`src/rtl/rst_pkg.sv`:
```
package rst_pkg;
    localparam int NUM_DOM  = 2;
    localparam int DOM_MAIN = 0;
    localparam int DOM_DBG  = 1;
    localparam int NUM_RAIL = 2;
endpackage

```
`src/rtl/rail_sync.sv`:
```
module rail_sync #(
    parameter int STAGES = 2
) (
    input  logic clk,
    input  logic pair_arst_n,
    input  logic rail_n,
    output logic rel_n
);
    logic [STAGES-1:0] chain_d, chain_q;

    // A released rail feeds itself, so it can only be pulled low by the pair clear.
    always_comb begin
        chain_d = {chain_q[STAGES-2:0], rail_n | chain_q[STAGES-1]};
    end

    always_ff @(posedge clk or negedge pair_arst_n) begin
        if (!pair_arst_n) chain_q <= '0;
        else              chain_q <= chain_d;
    end

    assign rel_n = chain_q[STAGES-1];


    stays_released_chk: assert property (@(posedge clk) disable iff (!pair_arst_n)
        rel_n |=> rel_n);
endmodule

```
`src/rtl/hold_monitor.sv`:
```
module hold_monitor #(
    parameter int MIN_HOLD    = 16,
    parameter int SPLIT_LIMIT = 4
) (
    input  logic clk,
    input  logic flag_clr,
    input  logic dom_rst_n,
    input  logic rel_a_n,
    input  logic rel_b_n,
    output logic short_flag,
    output logic split_flag
);
    localparam int HW = $clog2(MIN_HOLD + 1);
    localparam int SW = $clog2(SPLIT_LIMIT + 1);
    localparam logic [HW-1:0] HOLD_TOP = HW'(MIN_HOLD);
    localparam logic [SW-1:0] DIFF_TOP = SW'(SPLIT_LIMIT);

    typedef struct packed {
        logic [HW-1:0] hold;
        logic [SW-1:0] diff;
        logic          short_f;
        logic          split_f;
    } mon_t;

    mon_t st_d, st_q;

    always_comb begin
        st_d = st_q;
        if (!dom_rst_n) begin
            if (st_q.hold != HOLD_TOP) st_d.hold = st_q.hold + 1'b1;
        end else begin
            st_d.hold = '0;
            if (st_q.hold != '0 && st_q.hold < HOLD_TOP) st_d.short_f = 1'b1;
        end
        if (rel_a_n ^ rel_b_n) begin
            if (st_q.diff == DIFF_TOP) st_d.split_f = 1'b1;
            else                       st_d.diff    = st_q.diff + 1'b1;
        end else begin
            st_d.diff = '0;
        end
        if (flag_clr) begin
            st_d.short_f = 1'b0;
            st_d.split_f = 1'b0;
        end
    end

    always_ff @(posedge clk) begin
        st_q <= st_d;
    end

    assign short_flag = st_q.short_f;
    assign split_flag = st_q.split_f;


    short_after_release_chk: assert property (@(posedge clk) disable iff (flag_clr)
        $rose(short_flag) |-> ($past(dom_rst_n) && !$past(dom_rst_n, 2)));


    split_after_mismatch_chk: assert property (@(posedge clk) disable iff (flag_clr)
        $rose(split_flag) |-> $past(rel_a_n != rel_b_n));


    hold_bound_chk: assert property (@(posedge clk) disable iff (flag_clr)
        st_q.hold <= HOLD_TOP);
endmodule

```
`src/rtl/pair_gate.sv`:
```
module pair_gate #(
    parameter int STAGES      = 2,
    parameter int MIN_HOLD    = 16,
    parameter int SPLIT_LIMIT = 4
) (
    input  logic       clk,
    input  logic       flag_clr,
    input  logic [1:0] rail_in_n,
    output logic [1:0] rail_rel_n,
    output logic       dom_rst_n,
    output logic       short_flag,
    output logic       split_flag
);
    logic pair_arst_n;

    // Only both rails low clears the synchronizers.
    assign pair_arst_n = rail_in_n[0] | rail_in_n[1];

    for (genvar r = 0; r < rst_pkg::NUM_RAIL; r++) begin : g_rail
        rail_sync #(.STAGES(STAGES)) u_rail (
            .clk        (clk),
            .pair_arst_n(pair_arst_n),
            .rail_n     (rail_in_n[r]),
            .rel_n      (rail_rel_n[r])
        );
    end

    assign dom_rst_n = rail_rel_n[0] & rail_rel_n[1];

    hold_monitor #(.MIN_HOLD(MIN_HOLD), .SPLIT_LIMIT(SPLIT_LIMIT)) u_mon (
        .clk       (clk),
        .flag_clr  (flag_clr),
        .dom_rst_n (dom_rst_n),
        .rel_a_n   (rail_rel_n[0]),
        .rel_b_n   (rail_rel_n[1]),
        .short_flag(short_flag),
        .split_flag(split_flag)
    );


    both_low_holds_chk: assert property (@(posedge clk) disable iff (pair_arst_n)
        !dom_rst_n);
endmodule

```
`src/rtl/dual_rail_rst_sync.sv`:
```
module dual_rail_rst_sync #(
    parameter int SYNC_STAGES = 2,
    parameter int MIN_HOLD    = 16,
    parameter int SPLIT_LIMIT = 4
) (
    input  logic clk,
    input  logic main_a_n,
    input  logic main_b_n,
    input  logic bist_a_n,
    input  logic bist_b_n,
    input  logic dbg_a_n,
    input  logic dbg_b_n,
    input  logic flag_clr,
    output logic main_a_sync_n,
    output logic main_b_sync_n,
    output logic dbg_a_sync_n,
    output logic dbg_b_sync_n,
    output logic main_rst_n,
    output logic dbg_rst_n,
    output logic main_short,
    output logic dbg_short,
    output logic main_split,
    output logic dbg_split
);
    import rst_pkg::*;

    logic [1:0] dom_in_n  [NUM_DOM];
    logic [1:0] dom_rel_n [NUM_DOM];
    logic       dom_rst   [NUM_DOM];
    logic       dom_short [NUM_DOM];
    logic       dom_split [NUM_DOM];

    for (genvar d = 0; d < NUM_DOM; d++) begin : g_dom
        if (d == DOM_MAIN) begin : g_bist
            assign dom_in_n[d] = {main_b_n & bist_b_n, main_a_n & bist_a_n};
        end else begin : g_plain
            assign dom_in_n[d] = {dbg_b_n, dbg_a_n};
        end

        pair_gate #(
            .STAGES     (SYNC_STAGES),
            .MIN_HOLD   (MIN_HOLD),
            .SPLIT_LIMIT(SPLIT_LIMIT)
        ) u_pair (
            .clk       (clk),
            .flag_clr  (flag_clr),
            .rail_in_n (dom_in_n[d]),
            .rail_rel_n(dom_rel_n[d]),
            .dom_rst_n (dom_rst[d]),
            .short_flag(dom_short[d]),
            .split_flag(dom_split[d])
        );
    end

    assign main_a_sync_n = dom_rel_n[DOM_MAIN][0];
    assign main_b_sync_n = dom_rel_n[DOM_MAIN][1];
    assign dbg_a_sync_n  = dom_rel_n[DOM_DBG][0];
    assign dbg_b_sync_n  = dom_rel_n[DOM_DBG][1];
    assign main_rst_n    = dom_rst[DOM_MAIN];
    assign dbg_rst_n     = dom_rst[DOM_DBG];
    assign main_short    = dom_short[DOM_MAIN];
    assign dbg_short     = dom_short[DOM_DBG];
    assign main_split    = dom_split[DOM_MAIN];
    assign dbg_split     = dom_split[DOM_DBG];
endmodule

```
`config.mk`:
```
export PLATFORM = sky130hd
export DESIGN_NAME = dual_rail_rst_sync
export DESIGN_NICKNAME = d
export VERILOG_FILES = /design/src/rtl/rst_pkg.sv /design/src/rtl/rail_sync.sv /design/src/rtl/hold_monitor.sv /design/src/rtl/pair_gate.sv /design/src/rtl/dual_rail_rst_sync.sv
export SDC_FILE = /design/constraint.sdc
export NUM_CORES = 1
export LEC_CHECK = 0
export BUFFER_PORTS_ARGS = -buffer_cell sky130_fd_sc_hd__buf_2
export CORE_ASPECT_RATIO = 0.7
export CORE_MARGIN = 2
export CORE_UTILIZATION = 46
export DETAILED_ROUTE_END_ITERATION = 6
export GPL_TIMING_DRIVEN = 0
export PLACE_DENSITY = 0.7
export SYNTH_ARGS = -nofsm -noshare
export SYNTH_HDL_FRONTEND = slang
export SYNTH_SLANG_ARGS = --single-unit
```
`constraint.sdc`:
```
create_clock -name clk -period 1.9 [get_ports clk]
set_input_delay 0.095 -clock clk [delete_from_list [all_inputs] [get_ports clk]]
set_output_delay 0.095 -clock clk [all_outputs]
set_load 0.01 [all_outputs]
```
==> metrics.txt <==
Fin Setup TNS=0 ns; Mapped Cells=108; Iter 0 DRT Violations=31; fillers=208; Placer Congestion=just under 0.8; dominant cell type by area after synthesis=dfxtp_1; placed inst area=between 1000 and 1500 µm²; Post-synth ARST share=28.6%; IO Port Bufs=17; Clock Sinks=28; post-CTS setup buffer count=0; Final Critical Period=approximately 1.3 ns; area grow syn2layout=22.1%; top-area cell type share of the netlist area=34.9%; RSZ-0062 raised after global routing=no; final setup vio count=0; first-pass GRT wire length=3.26 mm; post-synthesis cell type count=20; design area=1400 µm²; maxcap violations=0; clk root buf=clkbuf_4; Post-synth EDFFs=0; FP Rows=15; CTS tree=built; Worst-Margin Slew=~0.24 ns; Crit Path Category=reg -> out; Final Non-Filler Cells=172; FF-to-FF setup slack=about 0.64 ns; share of layout cells above drive strength 1=around a fifth; die extent in x=63.7 µm; Fmax achieved=roughly 0.77 GHz; Req. time, crit path=1.80 ns; mapped cell area=1150 µm²; Slew HR=roughly 84%; Main synth FF type=dfxtp_1; Synth area leaders=dfxtp_1 (35%), dfrtp_1 (17%), ha_1 (11%); # IOs=18; Worst Setup Start Kind=register; fin nets=157; Pre-antenna DRT Iters=4; total die area=2920 µm²; GRT overflow=0; Hold Vio Cnt, Final=0; Worst Skew=0.00425 ns; antenna viol nets, final=0; antenna violations before repair=0; fin crit share=68.8%; Core ar.=2420 µm²; synth cell count leaders=dfxtp_1 (20), inv_1 (12), ha_1 (10), nor2_1 (10); number of CTS-inserted buffers=3; count of pins over their slew limit=0; Yosys reg bits=28; worst vdd ir=0.481 mV; CP Capture Type=output pin; All-Layer GR Usage=approximately 15%; HPWL after DPL=1.38 mm; synth warn=0; sequential cell area fraction in the yosys report=52.3%; number of global-route vias before repair=789; maximum number of pins on one net before global-route repair=16; count leader, synth=dfxtp_1; worst path arrival time=1.21 ns; WL final=1.92 mm; Avg WL per Cell=11.2 µm; n_diodes=0; die height=45.8 µm; clock slew at reported path FFs=0.14 ns; Power Dens Cells=646 nW/µm²; Initial Utilization=between 40% and 50%; worst hold path class=reg -> reg; total power=906 µW; Avg Cell Area, Syn=10.6 µm²; status=complete, no violations; CTS H-tree depth=1; Via Count=822; clock buffer depth=2; Mapped Nets=126; Pleak=between 0.5 and 0.6 nW; Via density=around 4.8; DRC violations left=0; clock latency on the worst-skew pair=between 0.3 and 0.4 ns; Crit Path Max Fanout=7; placed insts=159
[per-stage QoR]
stage,setup slack [ns],utilization (%),hold WS [ns]
after floorplan,0.724,-,-0.103
after global placement,0.666,52.7,-0.00657
after detailed placement,0.646,52.7,-0.00297
after CTS,0.571,57.9,0.369
after global routing,0.473,57.9,0.381
final,0.593,57.9,0.366
[critical path: stages (launching register included)]
cell and delay, ns:
dfrtp_1 0.42, ha_1 0.29, buf_2 0.17
[kinds of logic (layout without fill, tap and decap cells)]
| logic type | count (synthesis) | after routing | share of synthesized area, % |
|---|---|---|---|
| AO/OA/AOI/OAI | 13 | 13 | 7.52 |
| XOR/XNOR | 10 | 10 | 7.63 |
| adder cells (fa/ha/maj) | 10 | 10 | 10.9 |
| buffers and inverters | 12 | 42 | 3.92 |
| flip-flops | 28 | 28 | 52.3 |
| multiplexers | 2 | 2 | 1.74 |
| AND/OR/NAND/NOR | 33 | 33 | 16.0 |
[registers in the layout (all words and copies together) (netlist names)]
signal and count:
g_dom.u_pair.u_mon.st_q 16, g_dom.u_pair.g_rail.u_rail.chain_q 8, g_dom.u_pair.u_mon.short_flag 2, g_dom.u_pair.u_mon.split_flag 2
[cell type report]
| type | count | area [µm²] | share of cell area, % |
|---|---|---|---|
| well taps | 34 | 42.5 | 3.03 |
| multi-input cells | 68 | 503 | 35.9 |
| flip-flops and latches | 28 | 601 | 42.8 |
| repair buffers | 26 | 175 | 12.5 |
| clock buffers | 4 | 36.3 | 2.59 |
| inverters | 12 | 45.0 | 3.21 |
[worst paths after layout]
check	start	end	cells after the start
worst min register to register	g_dom[1].u_pair.g_rail[0].u_rail.chain_q[0]	g_dom[1].u_pair.g_rail[0].u_rail.chain_q[1]	0
max in group asynchronous	main_a_n	g_dom[0].u_pair.g_rail[0].u_rail.chain_q[1]	4
worst max register to register	g_dom[1].u_pair.u_mon.st_q[5]	g_dom[1].u_pair.u_mon.short_flag	5
worst max-delay path	g_dom[1].u_pair.g_rail[0].u_rail.chain_q[1]	dbg_rst_n	2
min in group asynchronous	dbg_a_n	g_dom[1].u_pair.g_rail[0].u_rail.chain_q[0]	4
worst min-delay path	g_dom[1].u_pair.g_rail[0].u_rail.chain_q[0]	g_dom[1].u_pair.g_rail[0].u_rail.chain_q[1]	0
[timing repair]
item / 4_1_cts / 5_1_grt
hold buffers: 9 / 0
endpoints found under the hold margin: 16 / 0
setup endpoints to repair: 0 / 0
resized for setup: 0 / 0
[routing by layer]
| metal | vias to the layer above | wire [µm] | GRT usage (%) |
|---|---|---|---|
| met5 | - | 0 | 0 |
| met4 | 0 | 22 | 5.22 |
| met3 | 2 | 81 | 5.94 |
| met2 | 15 | 962 | 27.6 |
| met1 | 384 | 856 | 17.0 |
| li1 | 421 | - | - |
[cells in the final DEF, fill, tap and decap left out, drive strengths merged, types with 3 or more instances in the layout]
| master | Yosys | layout |
|---|---|---|
| a31oi | 6 | 6 |
| xnor2 | 8 | 8 |
| buf | 0 | 17 |
| nand2 | 4 | 4 |
| ha | 10 | 10 |
| dfrtp | 8 | 8 |
| dlygate4sd3 | 0 | 9 |
| dfxtp | 20 | 20 |
| or2 | 3 | 3 |
| nand3 | 6 | 6 |
| nor2 | 10 | 10 |
| nor3 | 4 | 4 |
| inv | 12 | 12 |
| clkbuf | 0 | 4 |
[power breakdown]
group          switching, mW  internal, mW  leakage (nW)
registers           0.000197         0.590         0.227
logic                 0.0127        0.0206         0.307
clock network          0.165         0.117        0.0210
total                  0.178         0.728         0.554
Power figures use the tool's default switching activity.
